$ cat src/rtl/seg_addr_gen.sv
module seg_addr_gen #(
  parameter int AW = 16,
  parameter int PW = 20
) (
  input  logic          clk,
  input  logic          rst_n,
  input  logic          req_vld,
  input  logic [3:0]    mode,
  input  logic          base_sel,
  input  logic          idx_sel,
  input  logic          disp_wide,
  input  logic [AW-1:0] disp,
  input  logic [AW-1:0] reg_bx,
  input  logic [AW-1:0] reg_bp,
  input  logic [AW-1:0] reg_si,
  input  logic [AW-1:0] reg_di,
  input  logic [AW-1:0] seg_cs,
  input  logic [AW-1:0] seg_ds,
  input  logic [AW-1:0] seg_ss,
  input  logic [AW-1:0] seg_es,
  output logic          out_vld,
  output logic          out_err,
  output logic [AW-1:0] out_ea,
  output logic [1:0]    out_seg,
  output logic [PW-1:0] out_pa
);
  localparam int SH = PW - AW;
  localparam logic [1:0] S_ES = 2'd0, S_CS = 2'd1, S_SS = 2'd2, S_DS = 2'd3;

  logic [AW-1:0] base_v, idx_v, disp_x, ea_n, seg_v;
  logic [1:0]    seg_n;
  logic          err_n;
  logic [PW-1:0] pa_n;

  assign base_v = base_sel ? reg_bp : reg_bx;
  assign idx_v  = idx_sel  ? reg_di : reg_si;
  assign disp_x = disp_wide ? disp : {{(AW-8){disp[7]}}, disp[7:0]};
  wire   bp_seg = base_sel ? S_SS : S_DS;

  always_comb begin
    err_n = 1'b0;
    ea_n  = '0;
    seg_n = S_DS;
    case (mode)
      4'd0: ea_n = disp;
      4'd1: begin ea_n = base_v;                  seg_n = base_sel ? S_SS : S_DS; end
      4'd2: ea_n = idx_v;
      4'd3: begin ea_n = base_v + disp_x;         seg_n = base_sel ? S_SS : S_DS; end
      4'd4: ea_n = idx_v + disp_x;
      4'd5: begin ea_n = base_v + idx_v + disp_x; seg_n = base_sel ? S_SS : S_DS; end
      4'd6: begin ea_n = reg_di;                  seg_n = S_ES; end
      4'd7: begin ea_n = disp;                    seg_n = S_CS; end
      default: begin err_n = 1'b1; seg_n = S_ES; end
    endcase
  end

  always_comb begin
    case (seg_n)
      S_ES:    seg_v = seg_es;
      S_CS:    seg_v = seg_cs;
      S_SS:    seg_v = seg_ss;
      default: seg_v = seg_ds;
    endcase
  end

  assign pa_n = err_n ? '0 : ({seg_v, {SH{1'b0}}} + {{SH{1'b0}}, ea_n});

  always_ff @(posedge clk) begin
    if (!rst_n) begin
      out_vld <= 1'b0;
      out_err <= 1'b0;
      out_ea  <= '0;
      out_seg <= '0;
      out_pa  <= '0;
    end else begin
      out_vld <= req_vld;
      if (req_vld) begin
        out_err <= err_n;
        out_ea  <= ea_n;
        out_seg <= seg_n;
        out_pa  <= pa_n;
      end
    end
  end
endmodule


$ cat config.mk
export PLATFORM = sky130hd
export DESIGN_NAME = seg_addr_gen
export DESIGN_NICKNAME = d
export VERILOG_FILES = /design/src/rtl/seg_addr_gen.sv
export SDC_FILE = /design/constraint.sdc
export NUM_CORES = 1
export LEC_CHECK = 0
export ABC_AREA = 1
export ABC_CLOCK_PERIOD_IN_PS = 5450
export BUFFER_PORTS_ARGS = -buffer_cell sky130_fd_sc_hd__buf_2
export CAP_MARGIN = 15
export CORE_ASPECT_RATIO = 1.25
export CORE_UTILIZATION = 45
export DETAILED_ROUTE_END_ITERATION = 10
export PLACE_DENSITY = 0.75
export REMOVE_ABC_BUFFERS = 1
export SLEW_MARGIN = 10
export SYNTH_ARGS = -nofsm -noshare
export SYNTH_HDL_FRONTEND = slang
export SYNTH_SLANG_ARGS = --single-unit
$ cat constraint.sdc
create_clock -name clk -period 5.45 [get_ports clk]
set_input_delay 0.2725 -clock clk [delete_from_list [all_inputs] [get_ports clk]]
set_output_delay 0.2725 -clock clk [all_outputs]
set_load 0.01 [all_outputs]
# After elaboration in Yosys (flattened, before gate mapping)
# Index checks and enable logic that the tools add are counted.
# word_totals
latchBits,0
out_inout_bits,40
ff_bits,40
romBits,0
mem_count,0
ram_bits,0
# op_classes
n_mux,9
shifts,0
order_cmp,0
bitwise,0
addsub,5
mul,0
n_eq_ne,9
reduce_logical,6
div,0
# op_table
operator,count
16-bit one-hot mux with 7 select lines,1
16-bit adder,4
16-bit two-way mux,3
16-bit one-hot mux with 3 select lines,1
20-bit by 16-bit adder with 20-bit output,1
20-bit two-way mux,1
"4-bit by 3-bit == test with 1-bit output, second input constant",4
"4-bit by 2-bit == test with 1-bit output, second input constant",2
8-bit OR reduction,1
2-bit one-hot mux with 3 select lines,1
3-bit OR reduction,2
"4-bit by 1-bit == test with 1-bit output, second input constant",1
4-bit zero test,1
"2-bit by 1-bit == test with 1-bit output, second input constant",1
"2-bit == test, second input constant",1
2-bit zero test,1
1-bit two-way mux,2
2-bit OR reduction,1

# Depth between registers and ports, before layout
# depth
depth_word,7
ltp_mapped,33
mapped_depth_nobuf,32

# Worst setup path before layout
# Ideal clock, no wire load.
# synth_timing
path_type,input -> register
startpoint,input port idx_sel
endpoint,register out_pa[16]
arrival_time_ns,4.194
n_path_buf,2
slack_ns,1.143
required_time_ns,5.337
stages,28
setup_ns,0.113
path_cell_list,buf_2 -> buf_1 -> o21ai_0 -> fa_1 -> inv_1 -> ha_1 -> fa_1 -> nand3_1 -> nand3_1 -> a21oi_1 -> xor2_1 -> o221ai_1 -> ha_1 -> nand2_1 -> nand2_1 -> a31oi_1 -> inv_1 -> nand2_1 -> inv_1 -> nor2_1 -> o21bai_1 -> nand2_1 -> o21ai_1 -> nand3b_1 -> nand2_1 -> nand2_1 -> nand3_1 -> nand2_1
# synth_between
elab_chain_len,6
elab_cells_between_ends,7
classes_between,add/sub: 4; mux: 3
# synth_lines
element,line_no,rtl
"start, declared",10,"input logic idx_sel,"
16-bit two-way mux *,36,assign idx_v = idx_sel ? reg_di : reg_si;
16-bit adder (2 in series),50,4'd5: begin ea_n = base_v + idx_v + disp_x; seg_n = base_sel ? S_SS : S_DS; end
16-bit one-hot mux with 7 select lines *,44,case (mode)
named net ea_n[7],30,"logic [AW-1:0] base_v, idx_v, disp_x, ea_n, seg_v;"
20-bit by 16-bit adder with 20-bit output *,66,"assign pa_n = err_n ? '0 : ({seg_v, {SH{1'b0}}} + {{SH{1'b0}}, ea_n});"
20-bit two-way mux *,66,
"end signal, assigned",81,out_pa <= pa_n;
"end, declared",25,output logic [PW-1:0] out_pa
# The timed path passes the listed nets; every way through them passes the cells marked *.
# A chain may end at the register's enable or synchronous reset.

# Worst setup path after layout
# Ends and elaborated chain as after synthesis.

==> summary.md <==
| Metric | Value |
|---|---|
| CTS sink cnt | 40 |
| CTS tree | yes |
| Antenna violations before repair | 0 |
| Ys async rst share | 0 |
| Buf/Inv on CP | 4 |
| Multi-input logic area | 4100 um^2 |
| CP Capture Type | flop |
| Post-synth top area share | 0.225 |
| Post-synth cell types | 47 |
| Post-CTS Setup Bufs | 0 |
| CP arrival | 4.77 ns |
| Reg area | 801 um^2 |
| # hold bufs at CTS | 0 |
| Via density | 5.25 |
| Wire per inst | 14.3 um |
| Pwr Density | 211 nW/um^2 |
| Initial DRT Pass Iterations | 5 |
| Leakage | 0.00399 uW |
| Commonest cells after routing, fill and taps aside | 335 x nand2_1, 193 x buf_2, 151 x inv_1, 62 x o21ai_0, 51 x nand3_1 |
| Worst-path fanout max | 13 |
| Gr usage total | 0.295 |
| R2r setup slk | 4.78 ns |
| # DRC | 0 |
| Most used DFF post-synth | dfxtp_1 |
| Status | finished clean |
| Final Hold Viols | 0 |
| FF+latch count, synth | 40 |
| Max Clock Skew | 0 ns |
| Initial drt markers | 338 |
| Clock Power Share | 0.204 |
| Fmax | 218 MHz |
| Yosys warning total | 0 |
| Busiest grt layer | met2 |
| P_int | 800 uW |
| Fin crit period | 4.58 ns |
| Die W | 102 um |
| Syn_area_per_cell | 5.88 um^2 |
| Switching power total | 653 uW |
| Final HPWL DP | 15,400 um |
| Synthesized cell area | 5590 um^2 |
| CP required | 5.64 ns |
| Gr ovfl total | 0 |
| Pin count of the biggest net entering global routing | 31 |
| Slew Viols, Final | 0 |
| Die ar. | 12,900 um^2 |
| Mapped Cells | 950 |
| Clk root buf | clkbuf_16 |
| Final period util | 0.841 |
| GR Util met3 | 0.0259 |
| Met2 Resource Use GR | 0.539 |
| Combinational Power Share | 0.573 |
| Slowest CP cell | fa_1 |
| RSZ-0062 raised after global routing | false |
| Layout area overhead | 23.4% |
| Setup TNS | 0 ns |
| Port Buf Inserts | 193 |
| Core area | 12,100 um^2 |
| Die Ht | 127 um |
| Sw Share | 0.449 |
| Setup violators final | 0 |
| Max stage delay on crit path | 0.49 ns |
| Number of H-tree levels | 2 |
| Register share of total power | 0.224 |
| Worst Tran Pin Value | 0.795 ns |
| Nets | 1,350 |
| Area contributors post-synth | nand2_1 23%, dfxtp_1 14%, inv_1 10% |
| Crit Path Class | in -> reg |
| Cts bufs inserted | 5 |
| Worst Hold Class | in -> reg |
| Layout cells sized above 1 | 0.214 |
| Delay-heaviest family, CP | adder cells |
| DRT Wirelength | 18,600 um |
| Post-CTS Resized | 0 |
| Startpoint Class | input pin |
| Clock transition at path regs | 0.06 ns |
| EDFF count, synth | 0 |
| Worst vdd ir | 0.000183 V |
| Starting Density | 0.461 |
| Slew HR | 0.467 |
| Placed Area | 6750 um^2 |
| # rows | 45 |
| Cell area after layout | 6890 um^2 |
| IO Pins | 194 |
| Cell taking the most area after synthesis | nand2_1 |
| First-pass GRT wire length | 30,000 um |
| Sequential cell area fraction in the yosys report | 0.143 |
| Met1 Use GR | 0.350 |
| Gp weighted congestion | 0.945 |
| Ant diodes | 0 |
| Most frequent CP cell | nand2_1 |
| Vias in the first global route | 6,289 |
| Max Root-Sink Buffers | 2 |
| Worst-Skew Late Latency | 0.29 ns |
| DR vias | 6,838 |
| Most common cell after layout, fill and taps aside | nand2_1 |
| Filler cell count | 1,251 |
| Max Cap Viol | 0 |
| Final ANT Viol Nets | 0 |
==> state kept, by name, indices dropped and copies added (netlist names) <==
signal / count
out_err: 1
out_pa: 20
out_ea: 16
out_seg: 2
out_vld: 1
==> area by class of cell <==
class / instances / area share
flip-flops and latches: 40 / 0.116
multi-input cells: 729 / 0.595
clock buffers: 5 / 0.0182
clock inverters: 3 / 0.00272
well taps: 164 / 0.0298
inverters: 158 / 0.0861
repair buffers: 204 / 0.152
==> Yosys cell counts, types with 5 or more instances <==
library cell / instances
nor3_1: 6
ha_1: 40
inv_2: 6
nor2_1: 42
clkbuf_1: 15
xor2_1: 10
nand4_1: 27
a21oi_1: 34
o21ai_1: 6
buf_2: 5
o22ai_1: 12
a22o_1: 11
o21ai_0: 62
o211ai_1: 6
a221oi_1: 10
a31oi_1: 5
nand3_1: 51
inv_1: 151
fa_1: 18
nand2_1: 335
or2_2: 11
dfxtp_1: 40
==> metal layers <==
metal	wire (um)	vias to the layer above
met4	523	0
met2	9190	249
met5	0	-
li1	-	3465
met3	1030	33
met1	7900	3091
==> power by group through the flow <==
stage / Combinational, uW / Sequential (uW) / Clock (uW)
floorplan: 567 / 340 / 0
global placement: 813 / 330 / 0
detailed placement: 816 / 331 / 0
CTS: 823 / 325 / 298
global route: 951 / 327 / 311
finish: 832 / 325 / 296
==> kinds of logic (layout without fill, tap and decap cells) <==
kind of cell	Yosys count	count (layout)	share of synthesized area
AOI/OAI and AO/OA	165	165	0.180
DFF	40	40	0.143
muxes	2	2	0.00358
adders and majority gates	58	58	0.154
buffers and inverters	181	370	0.124
and+or+nand+nor	490	490	0.373
xor gates and xnor gates	14	14	0.0220
==> worst paths after layout <==
check,endpoint,cells after the start,startpoint
min,out_err,2,req_vld
max,out_pa[16],27,idx_sel
min reg2reg,out_pa[15],2,out_pa[15]
max reg2reg,out_pa[4],1,out_pa[4]
==> per-stage QoR <==
step,hold slack [ns],power (uW),util,std cells,setup WS (ns)
detailed placement,0.438,1150,0.557,1295,0.654
CTS,0.222,1450,0.569,1303,0.901
floorplan,0.362,907,-,927,1.09
finish,0.229,1450,0.569,1303,0.868
global route,0.261,1590,0.569,1303,0.277
global placement,0.432,1140,0.557,1295,0.790
(Power assumes the default switching activity.)
